`config.mk`:
```
export PLATFORM = sky130hd
export DESIGN_NAME = rpwm_param_gen
export DESIGN_NICKNAME = d
export VERILOG_FILES = /design/src/rtl/rpwm_pkg.sv /design/src/rtl/rpwm_lcg.sv /design/src/rtl/rpwm_range_map.sv /design/src/rtl/rpwm_duty_scale.sv /design/src/rtl/rpwm_param_gen.sv
export SDC_FILE = /design/constraint.sdc
export NUM_CORES = 2
export LEC_CHECK = 0
export BUFFER_PORTS_ARGS = -buffer_cell sky130_fd_sc_hd__buf_2
export CORE_MARGIN = 3
export CORE_UTILIZATION = 55
export CTS_CLUSTER_SIZE = 14
export DETAILED_ROUTE_END_ITERATION = 10
export PLACE_DENSITY = 0.71
export SKIP_CTS_REPAIR_TIMING = 1
export SLEW_MARGIN = 20
export SYNTH_ARGS = -nofsm -noshare
export SYNTH_HDL_FRONTEND = slang
export SYNTH_SLANG_ARGS = --single-unit
```
`constraint.sdc`:
```
create_clock -name clk_i -period 22.3 [get_ports clk_i]
set_input_delay 1.115 -clock clk_i [delete_from_list [all_inputs] [get_ports clk_i]]
set_output_delay 1.115 -clock clk_i [all_outputs]
set_load 0.01 [all_outputs]
```
`src/rtl/rpwm_pkg.sv`:
```
package rpwm_pkg;
  localparam int unsigned WORD_W = 32;
  localparam logic [WORD_W-1:0] LCG_SEED = 32'd17;
  localparam logic [WORD_W-1:0] LCG_MULT = 32'd17;
  localparam int unsigned DUTY_W = 8;
  localparam int unsigned SCALE_W = 6;
  localparam int unsigned N_RANGES = 2;
endpackage

```
`src/rtl/rpwm_lcg.sv`:
```
module rpwm_lcg
  import rpwm_pkg::*;
(
  input  logic              clk_i,
  input  logic              rst_ni,
  input  logic              step_i,
  output logic [WORD_W-1:0] word_o,
  output logic [WORD_W-1:0] next1_o,
  output logic [WORD_W-1:0] next2_o
);
  logic [WORD_W-1:0] word_q;

  always_ff @(posedge clk_i or negedge rst_ni) begin
    if (!rst_ni)     word_q <= LCG_SEED;
    else if (step_i) word_q <= next1_o;
  end

  // modulo 2^32 comes from truncation
  always_comb begin
    next1_o = word_q * LCG_MULT;
    next2_o = next1_o * LCG_MULT;
  end

  assign word_o = word_q;

  p_lcg_step_r2: assert property (@(posedge clk_i) disable iff (!rst_ni)
    step_i |=> word_o == WORD_W'($past(word_o) * 32'd17));
  p_lcg_hold_r2: assert property (@(posedge clk_i) disable iff (!rst_ni)
    !step_i |=> $stable(word_o));
endmodule

```
`src/rtl/rpwm_range_map.sv`:
```
module rpwm_range_map
  import rpwm_pkg::*;
#(
  parameter int unsigned VAL_W = 16
) (
  input  logic [WORD_W-1:0]  word_i,
  input  logic [SCALE_W-1:0] scale_i,
  input  logic [VAL_W-1:0]   min_i,
  input  logic [VAL_W-1:0]   width_i,
  output logic [VAL_W-1:0]   value_o
);
  localparam int unsigned PROD_W = WORD_W + VAL_W;

  logic [SCALE_W-1:0] b_eff;
  logic [WORD_W-1:0]  beta;
  logic [PROD_W-1:0]  prod;
  logic [PROD_W-1:0]  offset;

  always_comb begin
    b_eff = (scale_i > SCALE_W'(WORD_W)) ? SCALE_W'(WORD_W) : scale_i;
    if (b_eff == '0) beta = '0;
    else             beta = word_i >> (SCALE_W'(WORD_W) - b_eff);
    prod    = PROD_W'(beta) * PROD_W'(width_i);
    offset  = prod >> b_eff;
    value_o = min_i + offset[VAL_W-1:0];
  end
endmodule

```
`src/rtl/rpwm_duty_scale.sv`:
```
module rpwm_duty_scale
  import rpwm_pkg::*;
#(
  parameter int unsigned CNT_W = 16
) (
  input  logic [CNT_W-1:0]  period_i,
  input  logic [DUTY_W-1:0] duty_i,
  output logic [CNT_W-1:0]  high_o
);
  localparam int unsigned PROD_W = CNT_W + DUTY_W;

  logic [PROD_W-1:0] prod;

  always_comb begin
    prod   = PROD_W'(period_i) * PROD_W'(duty_i);
    high_o = prod[PROD_W-1:DUTY_W];
  end
endmodule

```
`src/rtl/rpwm_param_gen.sv`:
```
module rpwm_param_gen
  import rpwm_pkg::*;
#(
  parameter int unsigned CNT_W  = 16,
  parameter int unsigned TICK_W = 8
) (
  input  logic               clk_i,
  input  logic               rst_ni,
  input  logic               req_i,
  input  logic               dual_en_i,
  input  logic [CNT_W-1:0]   min_a_i,
  input  logic [CNT_W-1:0]   width_a_i,
  input  logic [CNT_W-1:0]   min_b_i,
  input  logic [CNT_W-1:0]   width_b_i,
  input  logic [DUTY_W-1:0]  duty_i,
  input  logic [SCALE_W-1:0] scale_bits_i,
  input  logic               rtick_en_i,
  input  logic [TICK_W-1:0]  tick_min_i,
  input  logic [TICK_W-1:0]  tick_width_i,
  output logic               valid_o,
  output logic [CNT_W-1:0]   period_o,
  output logic [CNT_W-1:0]   high_o,
  output logic [TICK_W-1:0]  tick_o
);
  localparam int unsigned EXT_W = CNT_W + 1;

  logic [WORD_W-1:0] word, next1, next2;
  logic [CNT_W-1:0]  min_arr   [N_RANGES];
  logic [CNT_W-1:0]  width_arr [N_RANGES];
  logic [CNT_W-1:0]  cand      [N_RANGES];
  logic              sel_b;
  logic [CNT_W-1:0]  period_d;
  logic [TICK_W-1:0] tick_map, tick_d;
  logic [CNT_W-1:0]  high_d;

  logic              s1_q, s2_q;
  logic [CNT_W-1:0]  period_s2_q;
  logic [TICK_W-1:0] tick_s2_q;

  rpwm_lcg u_lcg (
    .clk_i  (clk_i),
    .rst_ni (rst_ni),
    .step_i (req_i),
    .word_o (word),
    .next1_o(next1),
    .next2_o(next2)
  );

  assign min_arr[0]   = min_a_i;
  assign width_arr[0] = width_a_i;
  assign min_arr[1]   = min_b_i;
  assign width_arr[1] = width_b_i;

  for (genvar g = 0; g < N_RANGES; g++) begin : g_range
    rpwm_range_map #(.VAL_W(CNT_W)) u_map (
      .word_i (word),
      .scale_i(scale_bits_i),
      .min_i  (min_arr[g]),
      .width_i(width_arr[g]),
      .value_o(cand[g])
    );
  end

  rpwm_range_map #(.VAL_W(TICK_W)) u_tick_map (
    .word_i (next2),
    .scale_i(scale_bits_i),
    .min_i  (tick_min_i),
    .width_i(tick_width_i),
    .value_o(tick_map)
  );

  // select bit comes from the following word, not the period slice
  always_comb begin
    sel_b    = dual_en_i & next1[WORD_W-1];
    period_d = sel_b ? cand[1] : cand[0];
    tick_d   = rtick_en_i ? tick_map : TICK_W'(1);
  end

  rpwm_duty_scale #(.CNT_W(CNT_W)) u_duty (
    .period_i(period_s2_q),
    .duty_i  (duty_i),
    .high_o  (high_d)
  );

  // stage 1: word advanced; stage 2: range mapped; stage 3: duty and output
  always_ff @(posedge clk_i or negedge rst_ni) begin
    if (!rst_ni) begin
      s1_q        <= 1'b0;
      s2_q        <= 1'b0;
      period_s2_q <= '0;
      tick_s2_q   <= '0;
    end else begin
      s1_q <= req_i;
      s2_q <= s1_q;
      if (s1_q) begin
        period_s2_q <= period_d;
        tick_s2_q   <= tick_d;
      end
    end
  end

  always_ff @(posedge clk_i or negedge rst_ni) begin
    if (!rst_ni) begin
      valid_o  <= 1'b0;
      period_o <= '0;
      high_o   <= '0;
      tick_o   <= '0;
    end else begin
      valid_o <= s2_q;
      if (s2_q) begin
        period_o <= period_s2_q;
        high_o   <= high_d;
        tick_o   <= tick_s2_q;
      end
    end
  end

  function automatic logic in_range(input logic [CNT_W-1:0] v,
                                    input logic [CNT_W-1:0] mn,
                                    input logic [CNT_W-1:0] wd);
    logic [EXT_W-1:0] hi;
    hi = (wd == '0) ? EXT_W'(mn) : EXT_W'(mn) + EXT_W'(wd) - EXT_W'(1);
    return (v >= mn) && (EXT_W'(v) <= hi);
  endfunction

  p_latency_r3: assert property (@(posedge clk_i) disable iff (!rst_ni)
    req_i |-> ##3 valid_o);
  p_no_spurious_r9: assert property (@(posedge clk_i) disable iff (!rst_ni)
    valid_o |-> $past(req_i, 3));
  p_hold_r9: assert property (@(posedge clk_i) disable iff (!rst_ni)
    !valid_o |-> $stable(period_o) && $stable(high_o) && $stable(tick_o));
  p_range_a_r5: assert property (@(posedge clk_i) disable iff (!rst_ni)
    valid_o && !dual_en_i |-> in_range(period_o, min_a_i, width_a_i));
  p_range_dual_r6: assert property (@(posedge clk_i) disable iff (!rst_ni)
    valid_o && dual_en_i |->
      in_range(period_o, min_a_i, width_a_i) || in_range(period_o, min_b_i, width_b_i));
  p_high_bound_r7: assert property (@(posedge clk_i) disable iff (!rst_ni)
    valid_o |-> high_o <= period_o);
  p_tick_off_r8: assert property (@(posedge clk_i) disable iff (!rst_ni)
    valid_o && !rtick_en_i |-> tick_o == TICK_W'(1));
  p_tick_floor_r8: assert property (@(posedge clk_i) disable iff (!rst_ni)
    valid_o && rtick_en_i |-> tick_o >= tick_min_i);
endmodule

```
# == Word level (Yosys, flattened, before mapping) ==
# Cells that the tools add are included.
# classes
addsub,4
n_mul,6
n_lt_le_gt_ge,1
shift,5
muxes,5
bitwise_logic,1
n_reduce_logical,1
# op_table
operator,n
multiplier 32 x 16 -> 48 bit,2
>> shifter 48 x 6 -> 16 bit,2
"multiplier 32 x 5 -> 32 bit, second input constant",2
two-way mux 32 bit,2
>> shifter 32 x 6 -> 32 bit,2
multiplier 32 x 8 -> 40 bit,1
>> shifter 40 x 6 -> 8 bit,1
adder 16 bit,2
multiplier 16 x 8 -> 24 bit,1
two-way mux 16 bit,1
adder 8 bit,1
two-way mux 8 bit,1
"> comparator 6 bit, second input constant",1
zero test 6 bit,1
two-way mux 6 bit,1
"subtractor 6 bit, first input constant",1
bitwise AND 1 bit,1
# word_totals
register_bits,99
output_inout_bits,41
word_cells,32

# == Depth between registers and ports, before layout ==
# logic_depth
depth_word,9
mapped_depth,65
ltp_nobuf,60

# == Hierarchy ==
# A second synthesis with hierarchy kept.
# unflattened
cells_unflattened,7587
hier_area_um2,64191.6
# by_module_without_submodules
module,instances,cells_each,area_per_inst_um2,seq_area_each_um2
rpwm_range_map (g_range[1].u_map),1,2488,20983.9,0.0
rpwm_range_map (g_range[0].u_map),1,2420,20300.7,0.0
rpwm_range_map (u_tick_map),1,1540,12007.8,0.0
rpwm_lcg,1,465,4189.0,701.9
rpwm_duty_scale,1,463,3966.3,0.0
rpwm_param_gen,1,211,2743.9,1676.6

# == Worst setup path after synthesis ==
# OpenSTA, ideal clock, no wires.
# synth_path
path_kind,input to register
from,in scale_bits_i[5]
to,reg period_s2_q[15]
setup_ps,138
arrival_time_ps,15688
required_ps,22162
slack_ps,6473
cell_stages,58
path_cell_list,buf_2 > nor2b_1 > inv_2 > buf_1 > buf_2 > buf_1 > buf_2 > buf_1 > clkbuf_1 > buf_1 > ha_1 > clkbuf_1 > xor2_1 > clkbuf_1 > buf_1 > mux2i_1 > nand2_1 > a32oi_1 > [... 22 more ...] > mux4_2 > a21oi_1 > o21ai_1 > ha_1 > a21o_1 > a21oi_1 > o21bai_1 > a21oi_1 > o21bai_1 > a21oi_1 > o21ai_0 > o41ai_1 > o211a_1 > nor3b_1 > a21oi_1 > a21oi_1 > o31ai_1 > or4b_1
# synth_via
elab_chain_cells,9
elab_cells_between_ends,13
cone_classes,add/sub: 3; mul: 2; order compare: 1; shift: 3; mux: 3; reduce/logical: 1
# synth_rtl
item,line,rtl
from (decl),rpwm_param_gen.sv:16,"input logic [SCALE_W-1:0] scale_bits_i,"
> comparator 6 bit,rpwm_range_map.sv:20,b_eff = (scale_i > SCALE_W'(WORD_W)) ? SCALE_W'(WORD_W) : scale_i;
two-way mux 6 bit *,rpwm_range_map.sv:20,
subtractor 6 bit,rpwm_range_map.sv:22,else beta = word_i >> (SCALE_W'(WORD_W) - b_eff);
>> shifter 32 x 6 -> 32 bit,rpwm_range_map.sv:22,
two-way mux 32 bit,rpwm_range_map.sv:21,if (b_eff == '0) beta = '0;
multiplier 32 x 16 -> 48 bit,rpwm_range_map.sv:23,prod = PROD_W'(beta) * PROD_W'(width_i);
>> shifter 48 x 6 -> 16 bit,rpwm_range_map.sv:24,offset = prod >> b_eff;
adder 16 bit,rpwm_range_map.sv:25,value_o = min_i + offset[VAL_W-1:0];
two-way mux 16 bit *,rpwm_param_gen.sv:75,period_d = sel_b ? cand[1] : cand[0];
to (signal assigned),rpwm_param_gen.sv:96,period_s2_q <= period_d;
to (decl),rpwm_param_gen.sv:37,logic [CNT_W-1:0] period_s2_q;
# Every way passes the cells marked *; elsewhere a longest branch is shown, timed or not.
# A chain may end at the register's enable or synchronous reset.

# == Final worst setup path ==
# Same ends and word-level chain as after synthesis.

==> impl_results.html <==
<table>
<tr><th>Metric</th><th>Value</th></tr>
<tr><th colspan="2">Floorplanning</th></tr>
<tr><td>Initial core utilization</td><td>a little under three fifths</td></tr>
<tr><td>Horiz. Die Dim</td><td>341 um</td></tr>
<tr><td>Std-Cell Rows</td><td>between 100 and 150</td></tr>
<tr><td>Placeable Area</td><td>111000 um^2</td></tr>
<tr><td>Die ar.</td><td>116000 um^2</td></tr>
<tr><td>Vertical die dimension</td><td>~340 um</td></tr>
<tr><td>I/O Pins</td><td>140</td></tr>
<tr><th colspan="2">Synthesis</th></tr>
<tr><td>Synth Warn #</td><td>0</td></tr>
<tr><td>Syn_area_per_cell</td><td>roughly 8.3 um^2</td></tr>
<tr><td>Post-synthesis share of cell area spent on xor and xnor gates</td><td>3.28%</td></tr>
<tr><td>Dominant combinational cell family by area after synthesis</td><td>adder cells</td></tr>
<tr><td>Top FF cell, synth</td><td>sky130_fd_sc_hd__dfrtp_1</td></tr>
<tr><td>Fraction of synthesized area in multiplexers</td><td>between 5 and 6%</td></tr>
<tr><td>Mapped Cells</td><td>~7400</td></tr>
<tr><td>Register bit total from synthesis</td><td>95</td></tr>
<tr><td>Post-synthesis simple-gate area fraction</td><td>between 20% and 30%</td></tr>
<tr><td>Post-synth EDFFs</td><td>0</td></tr>
<tr><td>Complex-gate fraction of the synthesized area</td><td>around 11%</td></tr>
<tr><td>Sequential area share after synthesis</td><td>~3.9%</td></tr>
<tr><td>Cell area after synthesis</td><td>about 60000 um^2</td></tr>
<tr><td>Async set-or-reset flop fraction in the synthesized netlist</td><td>100%</td></tr>
<tr><td>Library cells used by synthesis</td><td>90</td></tr>
<tr><td>Arithmetic-cell share of the synthesized area counting full adders, half adders and majority gates</td><td>approximately 45%</td></tr>
<tr><th colspan="2">Critical path</th></tr>
<tr><td>Launch point of the worst reg-to-reg path</td><td>u_lcg.word_o[4]</td></tr>
<tr><td>Library cell contributing the largest single delay on the critical path</td><td>sky130_fd_sc_hd__buf_4</td></tr>
<tr><td>Kind of start point of the critical path</td><td>input pin</td></tr>
<tr><td>Critical Path Start</td><td>scale_bits_i[5]</td></tr>
<tr><td>Worst EP arrival</td><td>approximately 16 ns</td></tr>
<tr><td>Most used cell along the critical path</td><td>sky130_fd_sc_hd__a21oi_1</td></tr>
<tr><td>Worst Setup Path Type</td><td>input pin to flip-flop</td></tr>
<tr><td>CP Data Required Time</td><td>~23 ns</td></tr>
<tr><td>CP endpoint kind</td><td>flip-flop</td></tr>
<tr><td>Delay of the slowest critical-path stage</td><td>0.59 ns</td></tr>
<tr><td>Buf/Inv on CP</td><td>12</td></tr>
<tr><td>Largest fanout on the critical path</td><td>between 70 and 80</td></tr>
<tr><td>Cell family with the largest share of critical-path delay</td><td>compound AO/OA/AOI/OAI gates</td></tr>
<tr><th colspan="2">GRT</th></tr>
<tr><td>Pin count of the biggest net entering global routing</td><td>84</td></tr>
<tr><td>Most Used Layer, Global Route</td><td>met2</td></tr>
<tr><td>Met1 track utilization from global routing</td><td>45.6%</td></tr>
<tr><td>Global-route wire length before repair</td><td>between 300000 and 400000 um</td></tr>
<tr><td>Met3 Resource Use GR</td><td>under 10%</td></tr>
<tr><td>Global Route Usage Sum</td><td>~33%</td></tr>
<tr><td>Vias in the first global route</td><td>53600</td></tr>
<tr><td>Met2 Usage GRT</td><td>around half</td></tr>
<tr><td>Number of antenna violations at the first check in global routing</td><td>9</td></tr>
<tr><td>Overall overflow remaining after global route</td><td>0</td></tr>
<tr><th colspan="2">Finish</th></tr>
<tr><td>Share of final-layout standard cells stronger than drive strength 1</td><td>under 10%</td></tr>
<tr><td>Area taken by flip-flops and latches</td><td>approximately 2400 um^2</td></tr>
<tr><td>Nets</td><td>just under 9000</td></tr>
<tr><td>Number of inserted filler cells in the final layout</td><td>approximately 10000</td></tr>
<tr><td>Area of the multi-input gates</td><td>~53000 um^2</td></tr>
<tr><td>Area grow syn2layout</td><td>3.37%</td></tr>
<tr><th colspan="2">Timing</th></tr>
<tr><td>Normalized max-slew margin</td><td>about 23%</td></tr>
<tr><td>Max Slew Vio Count</td><td>0</td></tr>
<tr><td>Portion of the clock cycle consumed by the worst path in the final layout</td><td>between 70% and 80%</td></tr>
<tr><td>Worst setup skew after layout</td><td>0.00865 ns</td></tr>
<tr><td>Final hold slack</td><td>~0.5 ns</td></tr>
<tr><td>Setup repair after global routing missed its margin</td><td>no</td></tr>
<tr><td>Post-layout minimum cycle time</td><td>about 16 ns</td></tr>
<tr><td>Final setup fails</td><td>0</td></tr>
<tr><td>Slew at the pin with the worst max-slew slack</td><td>about 1.2 ns</td></tr>
<tr><td>Post-Route Setup TNS</td><td>0 ns</td></tr>
<tr><td>Fmax achieved</td><td>0.0617 GHz</td></tr>
<tr><td>Hold Violations, Final</td><td>0</td></tr>
<tr><th colspan="2">CTS</th></tr>
<tr><td>TritonCTS clock tree</td><td>yes</td></tr>
<tr><td>Sink Count</td><td>95</td></tr>
<tr><td>Clk root buf</td><td>sky130_fd_sc_hd__clkbuf_16</td></tr>
<tr><td>Maximum buffer depth of the clock tree</td><td>2</td></tr>
<tr><td>Number of CTS-inserted buffers</td><td>9</td></tr>
<tr><td>Clock slew at the register clock pins of the worst setup and hold paths</td><td>about 0.070 ns</td></tr>
<tr><td>Count of H-tree levels built during CTS</td><td>3</td></tr>
<tr><td>Clock latency on the worst-skew pair</td><td>~0.38 ns</td></tr>
<tr><th colspan="2">Placed design</th></tr>
<tr><td>Final RePlAce weighted congestion</td><td>0.992</td></tr>
<tr><td>Detailed placer's ending HPWL</td><td>approximately 150000 um</td></tr>
<tr><td>Port Buf Inserts</td><td>139</td></tr>
<tr><th colspan="2">Drt</th></tr>
<tr><td>Final routed wire length divided by cell count</td><td>between 20 and 25 um</td></tr>
<tr><td>First-pass DRT Iterations</td><td>6</td></tr>
<tr><td>DRC violation count after routing</td><td>0</td></tr>
<tr><td>Total vias in the final route</td><td>51900</td></tr>
<tr><td>Antenna-violating nets left</td><td>0</td></tr>
<tr><td>Detailed-route wire length</td><td>around 190000 um</td></tr>
<tr><td>Iter 0 DRT Violations</td><td>between 4000 and 5000</td></tr>
<tr><td>Avg Vias per Cell</td><td>around 6</td></tr>
<tr><th colspan="2">Hold path</th></tr>
<tr><td>Critical hold path startpoint</td><td>tick_s2_q[3]</td></tr>
<tr><td>Classification of the worst-slack hold path</td><td>flip-flop to flip-flop</td></tr>
<tr><th colspan="2">Run</th></tr>
<tr><td>Max cap viols</td><td>0</td></tr>
<tr><th colspan="2">Run status</th></tr>
<tr><td>Status</td><td>finished clean</td></tr>
</table>
[layout make-up]
type | count | share of cell area (%)
antenna | 5 | 0.0196
clock buffer | 10 | 0.359
clock inverter | 6 | 0.122
inverter | 1275 | 7.52
multi-input combinational | 5598 | 83.4
sequential | 95 | 3.73
tap | 1488 | 2.92
timing repair buffer | 213 | 1.97
[cells by family after synthesis]
kind of cell,after synthesis
DFF,95
xor gates and xnor gates,231
other,2
adders and majority gates,1574
muxes,313
buffers and inverters,1707
and+or+nand+nor,2418
AOI/OAI and AO/OA,1056
[path summary, 6_finish.rpt]
kind	end	slack, ns	cells after the start
max	period_s2_q[15]	6.09	56
min	tick_s2_q[3]	0.49	1
max reg2reg	tick_s2_q[7]	7.42	55
min reg2reg	tick_s2_q[3]	0.49	1
max in group asynchronous	s2_q	20.37	2
min in group asynchronous	high_o[0]	0.66	1
[metal layers]
metal	routed length, um	share of wire [%]	up-vias
met2	84600	45	2321
met4	8310	4.4	0
met5	0	0	-
met1	79300	42	26100
met3	16300	8.7	390
li1	-	-	23100
[cell usage after synthesis (10+ instances only)]
cell type                   count  area share [%]
sky130_fd_sc_hd__a41oi_1       10            0.14
sky130_fd_sc_hd__mux2i_1      205             3.3
sky130_fd_sc_hd__nor2b_1      100             1.0
sky130_fd_sc_hd__nand2_1      680             4.1
sky130_fd_sc_hd__nor3_1        63            0.51
sky130_fd_sc_hd__a211oi_1      81            0.99
sky130_fd_sc_hd__o21a_1        41            0.50
sky130_fd_sc_hd__clkbuf_1     380             2.3
sky130_fd_sc_hd__mux4_2        17            0.62
sky130_fd_sc_hd__and2_1       796             8.1
sky130_fd_sc_hd__nand2b_1      44            0.45
sky130_fd_sc_hd__nand3_1       78            0.63
sky130_fd_sc_hd__a311oi_1      13            0.18
sky130_fd_sc_hd__o21bai_1      42            0.51
sky130_fd_sc_hd__or3_1         29            0.29
sky130_fd_sc_hd__fa_1        1104              36
sky130_fd_sc_hd__o31ai_1       17            0.21
sky130_fd_sc_hd__mux2_2        91             1.7
sky130_fd_sc_hd__a21oi_1      298             2.4
sky130_fd_sc_hd__a22oi_1       10            0.12
sky130_fd_sc_hd__a21boi_0      10            0.12
sky130_fd_sc_hd__buf_1         38            0.23
sky130_fd_sc_hd__inv_1       1270             7.7
sky130_fd_sc_hd__dfrtp_1       94             3.8
sky130_fd_sc_hd__o21ai_1       11           0.089
sky130_fd_sc_hd__o21ai_0      187             1.5
sky130_fd_sc_hd__a221oi_1      11            0.16
sky130_fd_sc_hd__a31oi_1       46            0.47
sky130_fd_sc_hd__nand4_1       19            0.19
sky130_fd_sc_hd__o22ai_1       19            0.19
sky130_fd_sc_hd__o2bb2ai_1     10            0.14
sky130_fd_sc_hd__and3_1       241             2.4
sky130_fd_sc_hd__nor2_1       330             2.0
sky130_fd_sc_hd__o211ai_1      29            0.35
sky130_fd_sc_hd__ha_1         470             9.5
sky130_fd_sc_hd__xor2_1        79             1.1
sky130_fd_sc_hd__xnor2_1      152             2.2
sky130_fd_sc_hd__a21o_1        91             1.1
sky130_fd_sc_hd__buf_2         13            0.11
[cells in the final DEF (no fill, tap or decap), drive strengths merged, types with 11 or more instances in the layout]
cell	Yosys	final
mux2i	205	205
a21oi	298	298
and3	241	241
a211oi	81	81
nor2	330	330
nand3	78	78
xnor2	152	152
o211ai	29	29
nor2b	100	100
o31ai	17	17
buf	51	213
and2	796	796
o21ai	198	198
o21bai	42	42
a31oi	47	47
o21a	41	41
a311oi	13	13
dfrtp	94	94
nand2	680	680
or3	29	29
a221oi	12	12
nand4	19	19
a21boi	11	11
nor3	63	63
mux4	17	17
xor2	79	79
a21o	91	91
o22ai	20	20
fa	1104	1104
mux2	91	91
inv	1272	1276
nand2b	44	44
ha	470	470
o311ai	11	11
[metrics by stage]
stage | setup slack, ns | area (um^2) | std cells | util [%]
floorplan | 6.47 | 61700 | 7400 | -
global placement | 6.40 | 63400 | 8668 | 57.2
detailed placement | 6.06 | 63400 | 8669 | 57.2
CTS | 6.41 | 63700 | 8685 | 57.4
global route | 5.17 | 63700 | 8687 | 57.4
finish | 6.09 | 63800 | 8690 | 57.5
[state kept, by name, indices dropped and copies added (netlist names)]
name          cells
high_o           16
period_o         16
period_s2_q      16
s1_q              1
s2_q              1
tick_o            8
tick_s2_q         8
u_lcg.word_o     28
valid_o           1
Power is not shown: default switching activity piles up to over one toggle a cycle in this logic, so the estimate is an artifact.
